File: src/rtl/nnsc_pkg.sv
package nnsc_pkg;

  typedef enum logic [1:0] {
    ST_IDLE = 2'd0,
    ST_LOAD = 2'd1,
    ST_WAIT = 2'd2,
    ST_OUT  = 2'd3
  } scState_t;

  // strobes from control to datapath
  typedef struct packed {
    logic wrEn;
    logic wrSel;
    logic rdEn;
    logic rdSel;
  } ctrlStrobe_t;

endpackage

File: src/rtl/nnsc_ctrl.sv
module nnsc_ctrl
  import nnsc_pkg::*;
#(
  parameter int DIM_W   = 8,
  parameter int SCALE_W = 16,
  parameter int FRAC_W  = 8,
  parameter int ADDR_W  = 5
) (
  input  logic               clk,
  input  logic               rstN,
  input  logic               frameStart,
  input  logic               pixInValid,
  input  logic [SCALE_W-1:0] scaleH,
  input  logic [SCALE_W-1:0] scaleV,
  input  logic [DIM_W-1:0]   inWidth,
  input  logic [DIM_W-1:0]   inHeight,
  input  logic [DIM_W-1:0]   outWidth,
  input  logic [DIM_W-1:0]   outHeight,
  input  logic               lineReady,
  output ctrlStrobe_t        strobe,
  output logic [ADDR_W-1:0]  wrAddr,
  output logic [ADDR_W-1:0]  rdAddr,
  output logic               lineDone,
  output logic [DIM_W-1:0]   nextSrcLine
);

  localparam int PROD_W = DIM_W + SCALE_W;

  // output counter -> clipped source coordinate
  function automatic logic [DIM_W-1:0] srcCoord(input logic [DIM_W-1:0] cnt,
                                                input logic [SCALE_W-1:0] scale,
                                                input logic [DIM_W-1:0] lim);
    logic [PROD_W-1:0] prod;
    logic [PROD_W-1:0] whole;
    prod  = PROD_W'(cnt) * PROD_W'(scale);
    whole = prod >> FRAC_W;
    if (whole >= PROD_W'(lim)) return lim - DIM_W'(1);
    return DIM_W'(whole);
  endfunction

  scState_t         state;
  logic             filling;
  logic             loadSel;
  logic [DIM_W-1:0] loadTag;
  logic [DIM_W-1:0] wrCol;
  logic [DIM_W-1:0] tag [2];
  logic [1:0]       tagValid;
  logic [DIM_W-1:0] vCnt;
  logic [DIM_W-1:0] hCnt;
  logic [DIM_W-1:0] reqLine;
  logic             doneReg;

  logic [DIM_W-1:0] curSy;
  logic [DIM_W-1:0] nextV;
  logic [DIM_W-1:0] nxtSy;
  logic [DIM_W-1:0] sx;
  logic             useSel;
  logic             nextHit;
  logic             wrStrobe;
  logic             lineEnd;
  logic             rdStrobe;
  logic             lastRead;
  logic             frameEnd;

  always_comb begin
    curSy    = srcCoord(vCnt, scaleV, inHeight);
    nextV    = vCnt + DIM_W'(1);
    nxtSy    = srcCoord(nextV, scaleV, inHeight);
    sx       = srcCoord(hCnt, scaleH, inWidth);
    useSel   = tagValid[1] && (tag[1] == curSy);
    nextHit  = (tagValid[0] && (tag[0] == nxtSy)) ||
               (tagValid[1] && (tag[1] == nxtSy));
    wrStrobe = (state == ST_LOAD) && pixInValid && !frameStart;
    lineEnd  = wrStrobe && (wrCol == inWidth - DIM_W'(1));
    rdStrobe = (state == ST_OUT) && lineReady && !frameStart;
    lastRead = rdStrobe && (hCnt == outWidth - DIM_W'(1));
    frameEnd = (nextV == outHeight);
  end

  always_comb begin
    strobe.wrEn  = wrStrobe;
    strobe.wrSel = loadSel;
    strobe.rdEn  = rdStrobe;
    strobe.rdSel = useSel;
    wrAddr       = wrCol[ADDR_W-1:0];
    rdAddr       = sx[ADDR_W-1:0];
  end

  always_ff @(posedge clk) begin
    if (!rstN) begin
      state    <= ST_IDLE;
      filling  <= 1'b0;
      loadSel  <= 1'b0;
      loadTag  <= '0;
      wrCol    <= '0;
      tag[0]   <= '0;
      tag[1]   <= '0;
      tagValid <= '0;
      vCnt     <= '0;
      hCnt     <= '0;
      reqLine  <= '0;
      doneReg  <= 1'b0;
    end else if (frameStart) begin
      state    <= ST_LOAD;
      filling  <= 1'b1;
      loadSel  <= 1'b0;
      loadTag  <= '0;
      wrCol    <= '0;
      tagValid <= '0;
      vCnt     <= '0;
      hCnt     <= '0;
      reqLine  <= '0;
      doneReg  <= 1'b0;
    end else begin
      doneReg <= 1'b0;
      unique case (state)
        ST_LOAD: begin
          if (wrStrobe) wrCol <= lineEnd ? '0 : wrCol + DIM_W'(1);
          if (lineEnd) begin
            tag[loadSel]      <= loadTag;
            tagValid[loadSel] <= 1'b1;
            if (filling && !loadSel) begin
              loadSel <= 1'b1;
              loadTag <= DIM_W'(1);
              reqLine <= DIM_W'(1);
            end else begin
              filling <= 1'b0;
              state   <= ST_WAIT;
            end
          end
        end
        ST_WAIT: begin
          if (lineReady) state <= ST_OUT;
        end
        ST_OUT: begin
          if (lastRead) begin
            hCnt    <= '0;
            doneReg <= 1'b1;
            if (frameEnd) begin
              vCnt    <= '0;
              reqLine <= '0;
              state   <= ST_IDLE;
            end else begin
              vCnt    <= nextV;
              reqLine <= nxtSy;
              if (nextHit) begin
                state <= ST_WAIT;
              end else begin
                loadSel <= ~useSel;
                loadTag <= nxtSy;
                state   <= ST_LOAD;
              end
            end
          end else if (rdStrobe) begin
            hCnt <= hCnt + DIM_W'(1);
          end
        end
        default: ;
      endcase
    end
  end

  assign lineDone    = doneReg;
  assign nextSrcLine = reqLine;

endmodule

File: src/rtl/nnsc_datapath.sv
module nnsc_datapath
  import nnsc_pkg::*;
#(
  parameter int PIX_W  = 16,
  parameter int DEPTH  = 32,
  parameter int ADDR_W = 5
) (
  input  logic              clk,
  input  logic              rstN,
  input  ctrlStrobe_t       strobe,
  input  logic [ADDR_W-1:0] wrAddr,
  input  logic [ADDR_W-1:0] rdAddr,
  input  logic [PIX_W-1:0]  pixIn,
  output logic [PIX_W-1:0]  pixOut,
  output logic              pixOutValid
);

  logic [PIX_W-1:0] rdWord [2];

  for (genvar b = 0; b < 2; b++) begin : g_line
    logic [PIX_W-1:0] store [DEPTH];
    always_ff @(posedge clk) begin
      if (strobe.wrEn && (strobe.wrSel == 1'(b))) store[wrAddr] <= pixIn;
    end
    assign rdWord[b] = store[rdAddr];
  end

  always_ff @(posedge clk) begin
    if (!rstN) begin
      pixOut      <= '0;
      pixOutValid <= 1'b0;
    end else begin
      pixOutValid <= strobe.rdEn;
      if (strobe.rdEn) pixOut <= rdWord[strobe.rdSel];
    end
  end

endmodule

File: src/rtl/nnScaler.sv
module nnScaler
  import nnsc_pkg::*;
#(
  parameter int CHAN_BITS = 8,
  parameter int CHANNELS  = 2,
  parameter int MAX_WIDTH = 32,
  parameter int DIM_W     = 8,
  parameter int SCALE_W   = 16,
  parameter int FRAC_W    = 8,
  localparam int PIX_W    = CHAN_BITS * CHANNELS
) (
  input  logic               clk,
  input  logic               rstN,
  input  logic               frameStart,
  input  logic [PIX_W-1:0]   pixIn,
  input  logic               pixInValid,
  input  logic [SCALE_W-1:0] scaleH,
  input  logic [SCALE_W-1:0] scaleV,
  input  logic [DIM_W-1:0]   inWidth,
  input  logic [DIM_W-1:0]   inHeight,
  input  logic [DIM_W-1:0]   outWidth,
  input  logic [DIM_W-1:0]   outHeight,
  input  logic               lineReady,
  output logic               lineDone,
  output logic [DIM_W-1:0]   nextSrcLine,
  output logic [PIX_W-1:0]   pixOut,
  output logic               pixOutValid
);

  localparam int ADDR_W = (MAX_WIDTH > 1) ? $clog2(MAX_WIDTH) : 1;

  ctrlStrobe_t       strobe;
  logic [ADDR_W-1:0] wrAddr;
  logic [ADDR_W-1:0] rdAddr;

  nnsc_ctrl #(
    .DIM_W(DIM_W), .SCALE_W(SCALE_W), .FRAC_W(FRAC_W), .ADDR_W(ADDR_W)
  ) iCtrl (
    .clk(clk), .rstN(rstN), .frameStart(frameStart), .pixInValid(pixInValid),
    .scaleH(scaleH), .scaleV(scaleV), .inWidth(inWidth), .inHeight(inHeight),
    .outWidth(outWidth), .outHeight(outHeight), .lineReady(lineReady),
    .strobe(strobe), .wrAddr(wrAddr), .rdAddr(rdAddr),
    .lineDone(lineDone), .nextSrcLine(nextSrcLine)
  );

  nnsc_datapath #(
    .PIX_W(PIX_W), .DEPTH(MAX_WIDTH), .ADDR_W(ADDR_W)
  ) iData (
    .clk(clk), .rstN(rstN), .strobe(strobe), .wrAddr(wrAddr), .rdAddr(rdAddr),
    .pixIn(pixIn), .pixOut(pixOut), .pixOutValid(pixOutValid)
  );

endmodule

File: config.mk
export PLATFORM = sky130hd
export DESIGN_NAME = nnScaler
export DESIGN_NICKNAME = d
export VERILOG_FILES = /design/src/rtl/nnsc_pkg.sv /design/src/rtl/nnsc_ctrl.sv /design/src/rtl/nnsc_datapath.sv /design/src/rtl/nnScaler.sv
export SDC_FILE = /design/constraint.sdc
export NUM_CORES = 2
export LEC_CHECK = 0
export CAP_MARGIN = 20
export CORE_MARGIN = 5
export CORE_UTILIZATION = 63
export CTS_CLUSTER_DIAMETER = 100
export DETAILED_ROUTE_END_ITERATION = 7
export PLACE_DENSITY = 0.77
export SETUP_SLACK_MARGIN = 0.1
export SLEW_MARGIN = 5
export SYNTH_ARGS = -nofsm -noshare
export SYNTH_HDL_FRONTEND = slang
export SYNTH_HIERARCHICAL = 1
export SYNTH_SLANG_ARGS = --single-unit
File: constraint.sdc
create_clock -name clk -period 12.5 [get_ports clk]
set_clock_uncertainty 0.15 [all_clocks]
set_input_delay 3.75 -clock clk [delete_from_list [all_inputs] [get_ports clk]]
set_output_delay 3.75 -clock clk [all_outputs]
set_load 0.05 [all_outputs]
* After elaboration in Yosys (flattened, before gate mapping) *
Memory sizes are Yosys's and may differ from the RTL's.
Index checks and enable logic that the tools add are counted.

storage, ports and cells
  memories = 3
  register bits = 64
  word-level logic and storage cells = 151
  output and inout port bits = 26
  bits in writable memories = 1040

memory list
  memory                 words  width  read ports  clocked after memory_dff  wr ports  line                 RTL
  iData.g_line[0].store  32     16     1           0                         1         nnsc_datapath.sv:21  logic [PIX_W-1:0] store [DEPTH];
  iData.g_line[1].store  32     16     1           0                         1         nnsc_datapath.sv:21
  iCtrl.tag              2      8      2           0                         2         nnsc_ctrl.sv:46      logic [DIM_W-1:0] tag [2];

cells by class
  $add $sub $neg = 6
  equal/unequal tests = 21
  muxes and demuxes = 59
  bitwise operators = 6
  $lt $le $gt $ge = 6
  reduce and logical (&&, ||, !) cells = 34
  multiply operators = 3

operators with widths
  operator                                                             count
  8-bit 2-to-1 mux                                                     16
  8-bit by 16-bit multiplier with 24-bit output                        3
  8-bit equality test                                                  6
  16-bit by 8-bit >= comparator with 1-bit output                      3
  16-bit 2-to-1 mux                                                    3
  8-bit one-hot mux with 2 select lines                                2
  1-bit 2-to-1 mux                                                     27
  8-bit by 1-bit adder with 8-bit output (second input constant)       3
  8-bit by 1-bit subtractor with 8-bit output (second input constant)  3
  1-bit logical AND                                                    13
  2-bit 2-to-1 mux                                                     6
  2-bit != test (second input constant)                                6
  5-bit 2-to-1 mux                                                     2
  5-bit AND reduction                                                  2
  2-bit AND reduction                                                  4
  2-bit nonzero test                                                   4
  8-bit OR reduction                                                   1
  3-bit by 2-bit != test with 1-bit output (second input constant)     2
  3-bit != test (second input constant)                                2
  2-bit one-hot mux with 3 select lines                                1
  6-bit AND reduction                                                  1
  2-bit equality test (second input constant)                          2
  2-bit by 1-bit != test with 1-bit output (second input constant)     2
  1-bit NOT                                                            4
  other kinds (16)                                                     17

* Depth between registers and ports, before layout *
  word-level depth = 13
  gate-level depth with buffers = 40
  gate-level depth less buffers = 34

* Hierarchy *
The synthesis kept the hierarchy.

by module, submodules not included
  module         instances  area each (um^2)  cells an instance  seq. area each (um^2)
  nnsc_datapath  1          40234.8           2032               31089.8
  nnsc_ctrl      1          16158.0           1885               1421.4

* Least setup slack after synthesis *
OpenSTA, ideal clock, no wires.

  path kind = input -> register
  from = input port scaleV[1]
  to = register iData.pixOut[7]
  stages = 34
  path slack = 1.075 ns
  setup time = 0.138 ns
  buffers on the path = 4
  arrival time = 11.137 ns
  cells stage by stage = clkbuf_1 -> and2_1 -> fa_1 -> inv_1 -> fa_1 -> fa_1 -> fa_1 -> inv_1 -> ha_1 -> a21o_1 -> a21oi_1 -> nor2b_1 -> o31a_1 -> nor2_1 -> inv_1 -> a31o_2 -> xor2_1 -> ha_1 -> a21oi_1 -> o21ai_0 -> a2111o_1 -> nor4_4 -> mux2i_1 -> xor2_1 -> nand4_1 -> nor3_1 -> buf_4 -> and3b_1 -> clkbuf_1 -> clkbuf_1 -> a22oi_1 -> o31ai_1 -> nor3_1 -> o221ai_1

on the way
  word-level cells in the longest chain between the ends = 10

RTL lines
  item                                                    line                 RTL
  start, declared                                         nnScaler.sv:18       input logic [SCALE_W-1:0] scaleV,
  8-bit by 16-bit multiplier with 24-bit output *         nnsc_ctrl.sv:35      prod = PROD_W'(cnt) * PROD_W'(scale);
  16-bit by 8-bit >= comparator with 1-bit output         nnsc_ctrl.sv:37      if (whole >= PROD_W'(lim)) return lim - DIM_W'(1);
  1-bit 2-to-1 mux                                        nnsc_ctrl.sv:37
  8-bit 2-to-1 mux *                                      nnsc_ctrl.sv:38      return DIM_W'(whole);
  8-bit equality test *                                   nnsc_ctrl.sv:70      useSel = tagValid[1] && (tag[1] == curSy);
  1-bit logical AND *                                     nnsc_ctrl.sv:70
  net iCtrl.useSel                                        nnsc_ctrl.sv:57      logic useSel;
  1-bit NOT with 2-bit output (implied by the code) *     nnsc_datapath.sv:34  if (strobe.rdEn) pixOut <= rdWord[strobe.rdSel];
  16-bit 2-to-1 mux (implied by the code) * (3 in a row)  nnsc_datapath.sv:34
  end signal, assigned                                    nnsc_datapath.sv:34
  end, declared                                           nnsc_datapath.sv:14  output logic [PIX_W-1:0] pixOut,

The timed path passes the listed nets; every way through them passes the cells marked *. The select of a mux whose other input is x is not followed.
A chain may end at the register's enable or synchronous reset.

==> impl_metrics.yaml <==
status:
  status: "finished, final reports clean"
synthesis:
  ys_types: 97
  synth_edf_count: 1040
  yosys.area.top_type: "edfxtp_1"
  avgSynthCellArea_sq_um: 14.4
  synth_ff_type: "edfxtp_1"
  ys.warnings.count: 6
  synth-async-reset-ratio_pct: 0
  synthTopCellsByArea: "edfxtp_1 55%, fa_1 8.8%, mux4_2 4.9%"
  synth_top_area_share_pct: 55.4
  syn_inst: 3917
  yosysSeqAreaShare_pct: 57.7
  ys_ff_latch: 1104
  syn_nets: 4404
  syn_area_sq_um: 56400
placed_design:
  port-buffer-count: 110
  gp_congestion: 0.916
  place_hpwl_microns: 90700
floorplan:
  fp.dieArea_sq_um: 95600
  die-width_microns: 309
  core_area_sq_um: 88600
  rows: 109
  ios: 111
  die_h_microns: 309
  initial_core_util_pct: 63.6
cells_and_area:
  fill_cells: 5685
  diodes: 0
  drive_gt1_share_pct: 17.4
  synthToLayoutAreaGrowth_pct: 11.8
  nets: 4601
  finish.utilization_pct: 71.1
sta:
  setup_viol: 0
  fin_crit_ps: 11940
  rsz0062_at_grt: "false"
  worstMarginPinSlew_ps: 1060
  min_period_over_period_pct: 95.5
  max_slew_margin_pct: 29.2
  slew_violations: 0
  max_freq_ghz: 0.0837
  hold_violations: 0
  timing.hold.ws_ps: 331
cts:
  cts_tree: "done"
  cts_buffer_depth: 3
  ctsRootBufferMaster: "clkbuf_16"
  cts-hold-fix-buffers: 0
  clkTransAtPathRegs_ps: 60
  htreeDepth: 3
  clock_sinks: 1104
  insertion_delay_ps: 680
  cts_buffers: 105
global_routing:
  track_usage_pct: 29.3
  grt_max_degree: 65
  overflow: 0
  antenna_found_initial: 0
  grt_pass1_vias: 34600
  grt_pass1_wl_microns: 212000
critical_path:
  critPathMaxFanout: 9
  critPathLaunch: "scaleV[3]"
  max_stage_delay_ps: 570
  arrival_ps: 12310
  critical_path.reg2reg.startpoint: "iCtrl/vCnt[1]"
  crit_slowest_cell: "clkdlybuf4s50_1"
  cp-end-kind: "register"
  crit_path_frequent_cell: "fa_1"
  crit_required_ps: 12870
  cp-start-kind: "input port"
  worstSetupPathType: "input port to register"
route:
  drc_errors: 0
  wl_per_cell_microns: 26.1
  post_drt_via_cell_ratio: 6.38
  wl_microns: 140000
  drt_iter0_drc: 4033
  drt_pass1_iterations: 8
  dr_total_vias: 34200
  antenna_left: 0
pwr:
  powerDensity_nw_per_um2: 118
  p_leak_nw: 22.7
  ir_drop_v: 0.000127
run:
  drv_cap: 0
worst_hold_path:
  hold_class: "register to register"
  worstHoldStart: "iCtrl/loadTag[1]"
[where the power goes]
part	internal, mW	switching, mW
clock network	1.78	1.37
logic	0.0698	0.157
registers	4.04	0.00300
total	5.89	1.53
[cell families (layout without fill, tap and decap cells)]
kind of cell / after synthesis / after routing / synth area share, %
buffers and inverters: 490 / 776 / 3.63
AND/OR/NAND/NOR: 945 / 945 / 8.87
adder cells (fa/ha/maj): 402 / 402 / 12.2
AO/OA/AOI/OAI: 535 / 535 / 6.66
XOR/XNOR: 94 / 94 / 1.46
multiplexers: 347 / 347 / 9.49
flip-flops: 1104 / 1104 / 57.7
[cell type report]
| type | instances | area (sq um) | share of cell area [%] |
|---|---|---|---|
| multi-input cells | 2323 | 21900 | 34.8 |
| well taps | 1165 | 1460 | 2.31 |
| inverters | 280 | 1050 | 1.67 |
| clock buffers | 144 | 2860 | 4.53 |
| repair buffers | 300 | 2680 | 4.24 |
| flip-flops and latches | 1104 | 32500 | 51.6 |
| clock inverters | 52 | 563 | 0.893 |
[state kept, by name, indices dropped and copies added, names as in the netlist, 2 cells and up]
register,count
iCtrl/wrCol,8
iCtrl/state,2
iCtrl/tagValid,2
iCtrl/nextSrcLine,8
iCtrl/vCnt,8
iCtrl/loadTag,8
iCtrl/hCnt,8
iData/g_line.store,1024
iData/pixOut,16
iCtrl/tag,16
[synth_stat cells (all sizes together) (85+ instances only)]
library cell / number
edfxtp: 1040
inv: 280
fa: 249
nand2: 230
and2: 210
mux2: 200
nor2: 162
ha: 153
mux4: 128
clkbuf: 116
o21ai: 99
buf: 94
nor2b: 89
nor3: 85
[worst max-delay path, delay by kind of cell]
| kind | cells | cell delay, ps |
|---|---|---|
| adders and majority gates | 6 | 2520 |
| AOI/OAI and AO/OA | 11 | 2010 |
| and+or+nand+nor | 9 | 1980 |
| buffers and inverters | 6 | 1340 |
| xor gates and xnor gates | 2 | 470 |
| muxes | 1 | 240 |
[worst paths after layout]
| kind | endpoint | slack, ps | cells past startpoint |
|---|---|---|---|
| worst max-delay path | iData/pixOut[15] | 560 | 35 |
| worst min-delay path | iCtrl/loadTag[1] | 330 | 1 |
| worst max register to register | iCtrl/loadTag[1] | 2780 | 28 |
| worst min register to register | iCtrl/loadTag[1] | 330 | 1 |
[cells in the final DEF (no fill, tap or decap), types with 25 or more instances in the layout]
cell type	count
a211oi_1	71
a21oi_1	55
a22o_1	32
a22oi_1	45
and2_1	210
and3_1	25
buf_4	171
clkbuf_1	33
clkbuf_16	108
clkdlybuf4s50_1	94
dfxtp_1	64
edfxtp_1	1040
fa_1	249
ha_1	153
inv_1	280
mux2_2	197
mux4_2	122
nand2_1	229
nand3b_1	25
nor2_1	159
nor2b_1	88
nor3_1	69
o21ai_0	94
o22ai_1	67
o31ai_1	37
xnor2_1	45
xor2_1	49
[metal layers]
metal | vias up | wire length (microns) | global-route usage, %
met5 | - | 0 | 0
met4 | 0 | 6130 | 11.1
met3 | 337 | 12500 | 5.59
met2 | 1638 | 69100 | 49.2
met1 | 17400 | 52200 | 38.8
li1 | 14900 | - | -
[repair_timing]
action                     in CTS  in global routing
buffers inserted                0                  2
setup endpoints to repair       0                 12
resized for setup               0                  4
[stage by stage]
step	std cells	setup slack, ps	power, mW	setup TNS [ps]	instance area [sq um]
finish	5368	557	7.42	0	63000
CTS	5364	558	7.44	0	62900
floorplan	3917	1080	4.21	0	56400
global placement	5168	93.9	4.34	0	59500
detailed placement	5168	-107	4.35	-418	59500
global route	5368	99.2	7.62	0	63000
Note: power is estimated with default switching activity, not from simulation.
